===== src/rtl/crash_snap_pkg.sv =====
package crash_snap_pkg;
  parameter int unsigned WordW = 32;
  parameter int unsigned SelW  = 2;
  localparam int unsigned CtlW = SelW + 1;

  typedef enum logic [SelW-1:0] {
    SEL_EXC_ADDR  = 2'd0,
    SEL_LAST_DADR = 2'd1,
    SEL_NEXT_PC   = 2'd2,
    SEL_CUR_PC    = 2'd3
  } word_sel_e;

  typedef struct packed {
    logic [WordW-1:0] cur_pc;
    logic [WordW-1:0] next_pc;
    logic [WordW-1:0] last_daddr;
    logic [WordW-1:0] exc_addr;
  } dump_rec_t;
endpackage


===== src/rtl/crash_snap_ctl.sv =====
module crash_snap_ctl
  import crash_snap_pkg::*;
(
  input  logic            clk,
  input  logic            rst_n,
  input  logic            we_i,
  input  logic [CtlW-1:0] wdata_i,
  output logic            en_o,
  output word_sel_e       sel_o,
  output logic [CtlW-1:0] rdata_o
);
  logic            en_q, en_d;
  logic [SelW-1:0] sel_q, sel_d;

  always_comb begin
    en_d  = en_q;
    sel_d = sel_q;
    if (we_i) begin
      en_d  = wdata_i[0];
      sel_d = wdata_i[CtlW-1:1];
    end
  end

  always_ff @(posedge clk or negedge rst_n) begin
    if (!rst_n) begin
      en_q  <= 1'b0;
      sel_q <= '0;
    end else if (we_i) begin
      en_q  <= en_d;
      sel_q <= sel_d;
    end
  end

  assign en_o    = en_q;
  assign sel_o   = word_sel_e'(sel_q);
  assign rdata_o = {sel_q, en_q};
endmodule


===== src/rtl/crash_snap_trig.sv =====
module crash_snap_trig #(
  parameter int unsigned NumReq = 2
) (
  input  logic              clk,
  input  logic              rst_n,
  input  logic              en_i,
  input  logic [NumReq-1:0] req_i,
  output logic              fire_o
);
  logic [NumReq-1:0] prev_q;
  logic [NumReq-1:0] rise;

  for (genvar g = 0; g < NumReq; g++) begin : g_edge
    always_ff @(posedge clk or negedge rst_n) begin
      if (!rst_n) prev_q[g] <= 1'b0;
      else        prev_q[g] <= req_i[g];
    end
    assign rise[g] = req_i[g] & ~prev_q[g];
  end

  assign fire_o = en_i & (|rise);
endmodule


===== src/rtl/crash_snap_store.sv =====
module crash_snap_store
  import crash_snap_pkg::*;
(
  input  logic             clk,
  input  logic             rst_n,
  input  logic             fire_i,
  input  dump_rec_t        dump_i,
  input  word_sel_e        sel_i,
  output dump_rec_t        rec_o,
  output logic [WordW-1:0] rd_data_o
);
  dump_rec_t rec_q, rec_d;

  always_comb begin
    rec_d = rec_q;
    if (fire_i) rec_d = dump_i;
  end

  always_ff @(posedge clk or negedge rst_n) begin
    if (!rst_n)      rec_q <= '0;
    else if (fire_i) rec_q <= rec_d;
  end

  always_comb begin
    unique case (sel_i)
      SEL_CUR_PC:    rd_data_o = rec_q.cur_pc;
      SEL_NEXT_PC:   rd_data_o = rec_q.next_pc;
      SEL_LAST_DADR: rd_data_o = rec_q.last_daddr;
      SEL_EXC_ADDR:  rd_data_o = rec_q.exc_addr;
      default:       rd_data_o = '0;
    endcase
  end

  assign rec_o = rec_q;
endmodule


===== src/rtl/crash_snap.sv =====
module crash_snap
  import crash_snap_pkg::*;
(
  input  logic        clk,
  input  logic        rst_n,
  input  logic        ctl_we,
  input  logic [2:0]  ctl_wdata,
  output logic [2:0]  ctl_rdata,
  input  logic        hw_rst_req,
  input  logic        dbg_rst_req,
  input  logic [31:0] dump_cur_pc,
  input  logic [31:0] dump_next_pc,
  input  logic [31:0] dump_last_daddr,
  input  logic [31:0] dump_exc_addr,
  output logic [31:0] rd_data
);
  localparam int unsigned NumReq = 2;

  logic              en_w;
  word_sel_e         sel_w;
  logic              fire_w;
  dump_rec_t         dump_w;
  dump_rec_t         rec_w;
  logic [NumReq-1:0] req_w;

  assign req_w  = {dbg_rst_req, hw_rst_req};
  assign dump_w = '{cur_pc: dump_cur_pc, next_pc: dump_next_pc,
                    last_daddr: dump_last_daddr, exc_addr: dump_exc_addr};

  crash_snap_ctl u_ctl (
    .clk     (clk),
    .rst_n   (rst_n),
    .we_i    (ctl_we),
    .wdata_i (ctl_wdata),
    .en_o    (en_w),
    .sel_o   (sel_w),
    .rdata_o (ctl_rdata)
  );

  crash_snap_trig #(.NumReq(NumReq)) u_trig (
    .clk    (clk),
    .rst_n  (rst_n),
    .en_i   (en_w),
    .req_i  (req_w),
    .fire_o (fire_w)
  );

  crash_snap_store u_store (
    .clk       (clk),
    .rst_n     (rst_n),
    .fire_i    (fire_w),
    .dump_i    (dump_w),
    .sel_i     (sel_w),
    .rec_o     (rec_w),
    .rd_data_o (rd_data)
  );
endmodule


===== config.mk =====
export PLATFORM = sky130hd
export DESIGN_NAME = crash_snap
export DESIGN_NICKNAME = d
export VERILOG_FILES = /design/src/rtl/crash_snap_pkg.sv /design/src/rtl/crash_snap_ctl.sv /design/src/rtl/crash_snap_trig.sv /design/src/rtl/crash_snap_store.sv /design/src/rtl/crash_snap.sv
export SDC_FILE = /design/constraint.sdc
export NUM_CORES = 1
export LEC_CHECK = 0
export ABC_AREA = 1
export BUFFER_PORTS_ARGS = -buffer_cell sky130_fd_sc_hd__buf_2
export CAP_MARGIN = 25
export CORE_UTILIZATION = 53
export DETAILED_ROUTE_END_ITERATION = 16
export PLACE_DENSITY = 0.8
export SETUP_SLACK_MARGIN = 0.4
export SYNTH_ARGS = -nofsm -noshare
export SYNTH_HDL_FRONTEND = slang
export SYNTH_SLANG_ARGS = --single-unit

===== constraint.sdc =====
create_clock -name clk -period 1.7 [get_ports clk]
set_clock_uncertainty 0.1 [all_clocks]
set_input_delay 0.085 -clock clk [delete_from_list [all_inputs] [get_ports clk]]
set_output_delay 0.085 -clock clk [all_outputs]
set_load 0.01 [all_outputs]

==> summary.txt, run 1 <==
Clock network
  – Total CTS buffers: 17
  – Post-CTS Setup Bufs: 39
  – Post-CTS sizing: about 220
  – H-tree depth: 4
  – Post-CTS Hold Buffers: ~140
  – Root buffer cell: clkbuf_16
  – Bufs on Longest Clock Path: 2
  – Sink Count: ~130

Place
  – Placement Setup Slack: 0.192 ns
  – Number of port buffers: 170
  – Dpl hpwl: between 10000 and 15000 µm
  – Final Wtd Congestion: around 0.86

Yosys
  – FFs w/ async S/R, synth: 1.00
  – YS warnings: 0
  – Post-synth EDFFs: 0
  – Commonest cells post-synth: nand2_1, nand3_1, dfrtp_1
  – Synth area leaders: dfrtp_1, nand3_1, nand2_1, buf_2, nand4_1
  – Number of synthesized register bits: around 130
  – Synth Instances: approximately 760
  – Ys flop type: dfrtp_1
  – Post-synth top area cell: dfrtp_1
  – Register area share after synthesis: 0.539
  – Syn nets: between 800 and 900
  – Syn avg cell area: 8.16 µm²
  – Synth Cell Area: approximately 6000 µm²
  – Top-count cell post-synth: nand2_1
  – Share of the synthesized area in the top cell type: 0.539
  – Yosys cell types: 14

Floorplan
  – Initial Utilization: 0.543
  – Die height: about 110 µm
  – I/O pin count: 171
  – Std cell rows: 39
  – Die W: approximately 110 µm

Status
  – Status: stopped before the end
  – Log Error: [ERROR DPL-0033] detailed placement checks failed during check placement.
  – Stop stage: clock tree synthesis (4_1_cts)
-- stage by stage --
step / hold WS (ns) / cell area (µm²) / util / std cells
after global placement: -0.0357 / 7150 / 0.629 / 1030
after detailed placement: -0.0284 / 7150 / 0.629 / 1030
after floorplan: -0.311 / 6170 / - / 757
-- kinds of logic after synthesis --
family,after synthesis,share of synthesized area
AOI/OAI and AO/OA,2,0.00162
and+or+nand+nor,551,0.394
muxes,1,0.00182
DFF,133,0.539
buffers and inverters,70,0.0636
==> run 2, diff against run 1 <==
- CORE_UTILIZATION: 53 -> 38
- PLACE_DENSITY: 0.8 -> default
- PLACE_DENSITY_LB_ADDON: default -> 0.15
- SETUP_SLACK_MARGIN: 0.4 -> default
==> run 2 against run 1 <==
Compared with the run above:
- the flow now finishes, with violations (negative setup slack)
- synthesized cell count stayed put
- synthesized area is the same
==> summary.txt, run 2 <==
Status
  – Status: finished, violations left
  – Violated checks: negative setup slack

Clock network
  – H-tree depth: 4 (unchanged)
  – Sink Count: 133 (unchanged)
  – Total CTS buffers: 17 (unchanged)
  – Root buffer cell: clkbuf_16
  – Clk pin slew, worst setup/hold paths: ~0.060 ns
  – Clock latency on the worst-skew pair: roughly 0.42 ns
  – CTS tree: done
  – Post-CTS Setup Bufs: 0 (-100%)
  – Bufs on Longest Clock Path: 2 (unchanged)

Layout
  – Most frequent cells in the layout: nand2_1, nand3_1, buf_2
  – Final net count: 1179
  – Design area: around 9400 µm²
  – Number of diodes: 0
  – Most common cell after layout, fill and taps aside: nand2_1
  – Number of fillers in the final layout: between 1000 and 1500
  – Area growth, synth to finish: 52.4%
  – Layout Cells excl Fill: about 1300
  – Share of cells above drive strength 1: 0.224
  – Max FFs per register: about 130
  – Multi-input gate area: between 2000 and 2500 µm²
  – Final Core Density: 0.592
  – Sequential Area: 3330 µm²

Drt
  – Top Metal Used: met4
  – Antenna Nets Post-Route: 0
  – WL met2: between 10000 and 15000 µm
  – Metal1 wirelength: ~9400 µm
  – 1st-iter DRT viols: roughly 450
  – Residual DRC: 0
  – Wire per inst: ~16 µm
  – Routed vias: around 6400
  – Final wirelength: around 21000 µm
  – Met3 wire len: ~920 µm
  – Routed vias/inst: 5.04
  – 1st-pass router iterations: 5

Job
  – Max Cap Violations: 0

Yosys
  – Yosys cell types: 14 (unchanged)
  – Mux cell area share after synthesis: 0.00182 (unchanged)
  – Ys flop type: dfrtp_1
  – Post-synth top area cell: dfrtp_1
  – Commonest cells post-synth: nand2_1, nand3_1, dfrtp_1
  – YS warnings: 0 (unchanged)
  – Share of the synthesized area in the top cell type: 0.539 (unchanged)
  – Synth Area in Adders: 0 (unchanged)
  – Synth Instances: 757 (unchanged)
  – FFs w/ async S/R, synth: 1.00 (unchanged)
  – Syn nets: 893 (unchanged)
  – Syn avg cell area: 8.16 µm² (unchanged)
  – Synth area leaders: dfrtp_1, nand3_1, nand2_1, buf_2, nand4_1
  – Post-Synth Simple-Gate Area: 0.394 (unchanged)
  – Xor/xnor share of the synthesized area: 0 (unchanged)
  – Synth Area in Compound Gates: 0.00162 (unchanged)
  – Register area share after synthesis: 0.539 (unchanged)
  – Synth Cell Area: 6170 µm² (unchanged)
  – Top-count cell post-synth: nand2_1
  – Largest family of logic cells by synthesized area: simple AND/OR/NAND/NOR gates
  – Number of synthesized register bits: 133 (unchanged)
  – Post-synth EDFFs: 0 (unchanged)

Pwr
  – Peak VDD IR: roughly 0.86 mV
  – Power Density: roughly 1100 nW/µm²
  – Total Power: roughly 11 mW
  – Leak Pwr: 4.82 nW

Floorplan
  – Core Area: approximately 16000 µm²
  – Initial Utilization: 0.389 (-0.154)
  – Die area: approximately 17000 µm²
  – Die height: 129 µm (+18%)
  – I/O pin count: 171 (unchanged)
  – Std cell rows: 46 (+18%)
  – Die W: 129 µm (+18%)

Place
  – Dpl hpwl: 12200 µm (+8.4%)
  – DP Cell Count: 1099 (+6.7%)
  – Final Wtd Congestion: 0.816 (-4.7%)
  – Post-DP Area: 7210 µm² (+0.86%)
  – Number of port buffers: 170 (unchanged)
  – Placement Setup Slack: 0.264 ns (+0.0714 ns)

STA
  – Hold_ws: around 0.043 ns
  – Final Hold Viols: 0
  – Final worst path period need: approximately 1.8 ns
  – Unrepaired setup endpoints after global routing: yes
  – Post-Route Setup TNS: -0.979 ns
  – Fmax: 568 MHz
  – Worst-margin pin slew: 0.437 ns
  – Period Utilization, post-route: 1.04
  – Slew HR: 0.709
  – Final Max Slew Viols: 0
  – Final setup fails: 31
  – Setup ws final: -0.0602 ns

Global route
  – Total track usage: 0.260
  – First-pass GRT wire length: 32700 µm
  – Gr ovfl total: 0
  – Largest net degree at the start of global routing: 68
  – Antenna violations before repair: 0
  – Vias in the first global route: 6378

Critical path
  – Startpoint Class: flop
  – Reg-to-Reg Start: u_trig.prev_q[1]
  – CP max stage cell: dfrtp_2
  – Crit-path cells: nor2_4 -> buf_8 -> nand2_1 -> nand4_1 -> buf_2
  – Worst EP required: about 1.5 ns
  – Reg2reg setup slack: 0.27 ns
  – Critical Path AT: approximately 1.6 ns
  – R2r endpoint: u_store.rec_o[12]
  – Crit. End Element: output port
  – Buf+Inv Stages, Crit Path: 2
  – CP peak stage delay: approximately 0.47 ns
  – Crit Path Class: flop to output port
  – FF-to-FF path depth: 7
  – Worst-path maximum fanout: 13
  – CP top delay family: flip-flops
  – Critical path origin: u_ctl.sel_o[0]

Min path
  – HP Class: primary input to async pin
run 2: cell counts after synthesis:
No cell type changed its count.
run 2: worst max-delay path by stage:
stage / end / depth (start not counted)
global route: rd_data[24] / 5
CTS: rd_data[29] / 5
finish: rd_data[29] / 5
global placement: rd_data[19] / 4
detailed placement: rd_data[19] / 4
floorplan: rd_data[10] / 4
run 2: area by class of cell:
class | instances | area share
multi-input combinational | 554 | 0.263
tap | 216 | 0.0287
clock buffer | 18 | 0.0456
timing repair buffer | 333 | 0.281
inverter | 4 | 0.00213
clock inverter | 14 | 0.0247
sequential | 133 | 0.354
run 2: report_power, final:
part | internal [mW] | switching, mW
clock | 2.74 | 1.42
combinational | 1.03 | 1.28
sequential | 3.81 | 0.398
run 2: logic make-up after synthesis:
| logic type | count (synthesis) |
|---|---|
| AO/OA/AOI/OAI | 2 |
| multiplexers | 1 |
| flip-flops | 133 |
| AND/OR/NAND/NOR | 551 |
| buffers and inverters | 70 |
run 2: per-layer routing:
metal / vias up / track usage
li1: 3092 / -
met5: - / 0
met3: 27 / 0.0537
met2: 198 / 0.436
met4: 0 / 0.0828
met1: 3092 / 0.336
run 2: timing repair:
| action | 4_1_cts | 5_1_grt |
|---|---|---|
| gates cloned | 2 | 2 |
| gates resized for setup | 19 | 4 |
| endpoints found under the hold margin | 266 | 0 |
| setup endpoints to repair | 32 | 32 |
| hold buffers | 137 | 0 |
No activity file was read; power rests on OpenSTA's default activity.
==> run 3, diff against run 2 <==
- MAX_ROUTING_LAYER: default -> met4
- SKIP_LAST_GASP: default -> 1
==> run 3 against run 2 <==
Compared with the run above:
- the run still ends with negative setup slack left
- utilization rose by 2.0 points
- final cell count grew 0.55%
- flip-flop and latch count stayed put
- combinational power increased by 6%
- routed wire length rose by 3.1%
- via count grew 2.0%
- die area unchanged
- critical endpoint unchanged
==> summary.txt, run 3 (synthesis gave the netlist of run 2 again) <==
Status
  – Status: finished, violations left
  – Violated checks: negative setup slack

Place
  – Dpl hpwl: 12200 µm (unchanged)
  – Number of port buffers: 170 (unchanged)
  – Final Wtd Congestion: 0.828 (+1.5%)
  – Placement Setup Slack: 0.264 ns (unchanged)
  – Post-DP Area: 7210 µm² (unchanged)

STA
  – Final Hold Viols: 0 (unchanged)
  – Unrepaired setup endpoints after global routing: yes
  – Period Utilization, post-route: 1.06 (+0.0200)
  – Post-Route Setup TNS: -1.86 ns (-0.877 ns)
  – Worst-margin pin slew: 0.444 ns (+0.00666 ns)
  – Final worst path period need: 1.79 ns (+0.0340 ns)
  – Slew HR: 0.704 (-0.00444)
  – Final Max Slew Viols: 0 (unchanged)
  – Setup ws final: -0.0942 ns (-0.0340 ns)
  – Final setup fails: 32 (+3.2%)
  – Fmax: 557 MHz (-1.9%)

Floorplan
  – Die W: 129 µm (unchanged)
  – I/O pin count: 171 (unchanged)
  – Die area: 16800 µm² (unchanged)
  – Std cell rows: 46 (unchanged)
  – Die height: 129 µm (unchanged)
  – Core Area: 15900 µm² (unchanged)
  – Initial Utilization: 0.389 (unchanged)

Clock network
  – Total CTS buffers: 17 (unchanged)
  – Clock latency on the worst-skew pair: 0.42 ns (about the same)
  – Root buffer cell: clkbuf_16
  – Clk pin slew, worst setup/hold paths: 0.06 ns (about the same)
  – CTS tree: done
  – Sink Count: 133 (unchanged)
  – Bufs on Longest Clock Path: 2 (unchanged)
  – H-tree depth: 4 (unchanged)

Drt
  – Routed vias/inst: 5.11 (+1.5%)
  – 1st-iter DRT viols: 480 (+7.9%)
  – Final wirelength: 21600 µm (+3.1%)
  – Residual DRC: 0 (unchanged)
  – Routed vias: 6539 (+2.0%)
  – Antenna Nets Post-Route: 0 (unchanged)
  – 1st-pass router iterations: 5 (unchanged)
  – Wire per inst: 16.9 µm (+2.5%)

Global route
  – Vias in the first global route: 6362 (-0.25%)
  – Total track usage: 0.268 (+0.00835)
  – First-pass GRT wire length: 32700 µm (about the same)
  – Largest net degree at the start of global routing: 68 (unchanged)
  – Antenna violations before repair: 0 (unchanged)
  – Gr ovfl total: 0 (unchanged)

Critical path
  – Worst-path maximum fanout: 7 (-6)
  – Crit. End Element: output port
  – Critical path origin: u_ctl.sel_o[1]
  – CP peak stage delay: 0.45 ns (-0.02 ns)
  – Worst EP required: 1.51 ns (about the same)
  – CP dominant cell by count: buf_12
  – Critical Path AT: 1.61 ns (+0.03 ns)
  – FF-to-FF path depth: 7 (unchanged)
  – Crit Path Class: flop to output port
  – CP max stage cell: dfrtp_2
  – Reg-to-Reg Start: u_trig.prev_q[1]
  – Crit-path cells: nor2_4 -> buf_12 -> buf_12 -> nand2_2 -> nand4_1 -> buf_2
  – Startpoint Class: flop

Pwr
  – Peak VDD IR: 0.802 mV (-7.3%)
  – Clock share of power: 0.384 (-0.006)
  – Power Density: 1120 nW/µm² (-1.4%)
  – Internal Power: 7.67 mW (+1.2%)
  – Leak Pwr: 4.93 nW (+2.3%)
  – Seq pwr share: 0.390 (-0.004)
  – Switching Share: 0.294 (+0.00421)
  – Comb pwr share: 0.226 (+0.010)
  – Switching Power: 3.20 mW (+3.3%)

Layout
  – Number of fillers in the final layout: 1415 (-1.5%)
  – Share of cells above drive strength 1: 0.263 (+0.0390)
  – Most frequent cells in the layout: nand2_1, nand3_1, buf_2
  – Final Core Density: 0.612 (+0.0195)
  – Final net count: 1186 (+0.59%)
  – Area growth, synth to finish: 57.4%
  – Number of diodes: 0 (unchanged)
  – Most common cell after layout, fill and taps aside: nand2_1
  – Max FFs per register: 128 (unchanged)
  – Multi-input gate area: 2620 µm² (+5.7%)
  – Sequential Area: 3330 µm² (unchanged)
  – Design area: 9720 µm² (+3.3%)

Min path
  – HP Class: primary input to async pin

Job
  – Max Cap Violations: 0 (unchanged)
[run 3: area by class of cell]
type	instances	share of cell area
Sequential cell	133	0.343
Clock buffer	18	0.0442
Timing Repair Buffer	340	0.289
Multi-Input combinational cell	554	0.269
Tap cell	216	0.0278
Clock inverter	14	0.0240
Inverter	4	0.00283
[run 3: repair_timing]
item	4_1_cts	5_1_grt
hold buffers	137	0
setup endpoints to repair	32	32
endpoints found under the hold margin	266	0
cloned	2	6
buffers inserted	0	4
pin swaps	0	29
gates resized for setup	18	48
[run 3: through the flow]
step / std cells / hold slack (ns) / total power [mW]
2_1_floorplan: 757 / -0.311 / 5.35
3_3_place_gp: 1099 / -0.0668 / 6.19
3_5_place_dp: 1099 / -0.0699 / 6.21
4_1_cts: 1270 / 0.0518 / 10.7
5_1_grt: 1279 / 0.0844 / 11.4
6_report: 1279 / 0.0448 / 10.9
[run 3: layer usage]
metal | wire length [µm] | share of wire | vias up | track usage
met5 | 0 | 0 | - | -
met4 | 377 | 0.017 | 0 | 0.0834
met3 | 1220 | 0.056 | 34 | 0.0533
met2 | 10700 | 0.50 | 259 | 0.435
met1 | 9300 | 0.43 | 3138 | 0.337
li1 | - | - | 3108 | -
[run 3: path summary, 6_finish.rpt]
kind                                endpoint  slack, ns
setup / recovery                 rd_data[29]      -0.09
hold / removal              u_store.rec_o[6]       0.04
setup reg to reg           u_store.rec_o[45]       0.26
hold reg to reg            u_store.rec_o[67]       0.37
max in group asynchronous  u_store.rec_o[84]       0.76
min in group clk            u_trig.prev_q[1]       0.23
[run 3: power groups by stage]
| stage | clock (mW) | sequential, mW | combinational, mW |
|---|---|---|---|
| floorplan | 0 | 4.11 | 1.24 |
| global route | 4.35 | 4.31 | 2.72 |
| detailed placement | 0 | 4.23 | 1.98 |
| global placement | 0 | 4.23 | 1.96 |
| finish | 4.17 | 4.24 | 2.45 |
| CTS | 4.21 | 4.20 | 2.27 |
[run 3: critical path: cells and delay by family, from the launching register on]
family	cells	cell delay [ns]
simple gates	3	0.31
buf+inv	3	0.43
flops	1	0.45
==> run 4, diff against run 3 <==
--- a/constraint.sdc
+++ b/constraint.sdc
@@ -4,2 +4,2 @@
 set_output_delay 0.085 -clock clk [all_outputs]
-set_load 0.01 [all_outputs]
+set_load 0.02 [all_outputs]
==> run 4 against run 3 <==
Compared with the run above:
- the flow still finishes with violations (negative setup slack)
- clock power shrank 5.0%
- routed wire length shrank 5.7%
- final area shrank 3.9%
- non-clock buffer count shrank 9
- critical path type unchanged
- combinational power is essentially flat
- critical path depth shrank 2
==> summary.txt, run 4 (synthesis gave the netlist of run 2 again) <==
Status
  – Status: finished, violations left
  – Violated checks: negative setup slack

Clock network
  – Clock latency on the worst-skew pair: 0.42 ns (about the same)
  – Root buffer cell: clkbuf_16
  – H-tree depth: 4 (unchanged)
  – CTS tree: done
  – Bufs on Longest Clock Path: 2 (unchanged)
  – Sink Count: 133 (unchanged)
  – Total CTS buffers: 17 (unchanged)
  – Clk pin slew, worst setup/hold paths: 0.06 ns (about the same)

Floorplan
  – Core Area: 15900 µm² (unchanged)
  – Initial Utilization: 0.389 (unchanged)
  – Die area: 16800 µm² (unchanged)
  – Std cell rows: 46 (unchanged)
  – Die height: 129 µm (unchanged)
  – I/O pin count: 171 (unchanged)
  – Die W: 129 µm (unchanged)

STA
  – Final worst path period need: 1.80 ns (+0.00961 ns)
  – Final setup fails: 32 (unchanged)
  – Setup ws final: -0.104 ns (-0.00961 ns)
  – Final Max Slew Viols: 0 (unchanged)
  – Slew HR: 0.697 (-0.00681)
  – Final Hold Viols: 0 (unchanged)
  – Period Utilization, post-route: 1.06 (+0.00565)
  – Hold_ws: 0.0702 ns (+0.0254 ns)
  – Fmax: 554 MHz (-0.53%)
  – Worst-margin pin slew: 0.454 ns (+0.0102 ns)
  – Unrepaired setup endpoints after global routing: yes

Drt
  – Residual DRC: 0 (unchanged)
  – Routed vias/inst: 5.03 (-1.7%)
  – 1st-iter DRT viols: 569 (+19%)
  – 1st-pass router iterations: 5 (unchanged)
  – Wire per inst: 16.1 µm (-5.1%)
  – Final wirelength: 20400 µm (-5.7%)
  – Antenna Nets Post-Route: 0 (unchanged)
  – Routed vias: 6384 (-2.4%)

Critical path
  – CP max stage cell: dfrtp_2
  – Buf+Inv Stages, Crit Path: 2 (-1)
  – Crit Path Class: flop to output port
  – Worst EP required: 1.51 ns (about the same)
  – Crit-path cells: buf_12 -> nand3_1 -> nand4_1 -> buf_2
  – CP peak stage delay: 0.46 ns (about the same)
  – Crit. End Element: output port
  – Startpoint Class: flop
  – Worst-path maximum fanout: 45 (+38)
  – Critical Path AT: 1.62 ns (about the same)
  – CP top delay family: flip-flops

Min path
  – HP Class: primary input to async pin

Place
  – Final Wtd Congestion: 0.811 (-2.1%)
  – Number of port buffers: 170 (unchanged)
  – Dpl hpwl: 12200 µm (+0.25%)
  – Placement Setup Slack: 0.240 ns (-0.0231 ns)

Layout
  – Max FFs per register: 128 (unchanged)
  – Most common cell after layout, fill and taps aside: nand2_1
  – Area growth, synth to finish: 51.2%
  – Final net count: 1177 (-0.76%)
  – Number of diodes: 0 (unchanged)
  – Final Core Density: 0.588 (-0.0239)
  – Most frequent cells in the layout: nand2_1, nand3_1, buf_2
  – Number of fillers in the final layout: 1432 (+1.2%)
  – Share of cells above drive strength 1: 0.220 (-0.0433)

Pwr
  – Power Density: 1130 nW/µm² (+1.5%)
  – Peak VDD IR: 0.718 mV (-10%)
  – Leak Pwr: 4.78 nW (-2.9%)
  – Total Power: 10.6 mW (-2.5%)

Global route
  – Antenna violations before repair: 0 (unchanged)
  – Total track usage: 0.262 (-0.00552)
  – Gr ovfl total: 0 (unchanged)
  – Vias in the first global route: 6274 (-1.4%)
  – First-pass GRT wire length: 32100 µm (-1.7%)
  – Largest net degree at the start of global routing: 89 (+31%)

Job
  – Max Cap Violations: 0 (unchanged)
==> run 4: cell types whose count changed in the layout (fill, tap and decap cells not counted), sizes merged <==
cell / before / now
buf: 197 / 194
bufinv: 6 / 5
clkbuf: 24 / 21
clkinv: 7 / 6
clkinvlp: 2 / 1
==> run 4: final timing paths <==
path	from	end	slack [ns]	depth (start not counted)
worst max register to register	u_trig.prev_q[1]	u_store.rec_o[38]	0.25	6
worst min register to register	u_store.rec_o[20]	u_store.rec_o[20]	0.37	2
max in group asynchronous	rst_n	u_store.rec_o[10]	0.83	3
min in group clk	hw_rst_req	u_trig.prev_q[0]	0.23	2
worst max-delay path	u_ctl.sel_o[1]	rd_data[27]	-0.10	4
worst min-delay path	rst_n	u_store.rec_o[6]	0.07	2
==> run 4: where the power goes <==
group / internal (mW) / switching (mW) / leakage [nW]
Clock: 2.62 / 1.34 / 0.314
Sequential: 3.81 / 0.379 / 1.64
Combinational: 1.03 / 1.41 / 2.83
==> run 4: metrics by stage <==
step | area (µm²) | setup TNS, ns | std cells
detailed placement | 7260 | 0 | 1099
global placement | 7260 | 0 | 1099
finish | 9340 | -2.02 | 1270
CTS | 9330 | -2.81 | 1270
global route | 9340 | -4.58 | 1270
floorplan | 6170 | 0 | 757
==> run 4: routing by layer <==
| metal | up-vias | share of wire | global-route usage |
|---|---|---|---|
| li1 | 3083 | - | - |
| met1 | 3076 | 0.44 | 0.337 |
| met2 | 201 | 0.50 | 0.431 |
| met3 | 24 | 0.048 | 0.0376 |
| met4 | 0 | 0.012 | 0.0793 |
| met5 | - | 0 | - |
==> run 4: final cells by class <==
class	instances	area, µm²	area share
clock buffer	21	450	0.0482
sequential	133	3330	0.357
clock inverter	11	180	0.0193
timing repair buffer	331	2610	0.279
tap	216	270	0.0289
multi-input combinational	554	2470	0.265
inverter	4	21.3	0.00228
==> run 4: what timing repair did <==
action | 4_1_cts | 5_1_grt
hold buffers | 137 | 0
buffers inserted | 1 | 0
gates cloned | 1 | 0
pin swaps | 0 | 1
gates resized for setup | 11 | 3
endpoints found under the hold margin | 266 | 0
setup endpoints to repair | 32 | 32
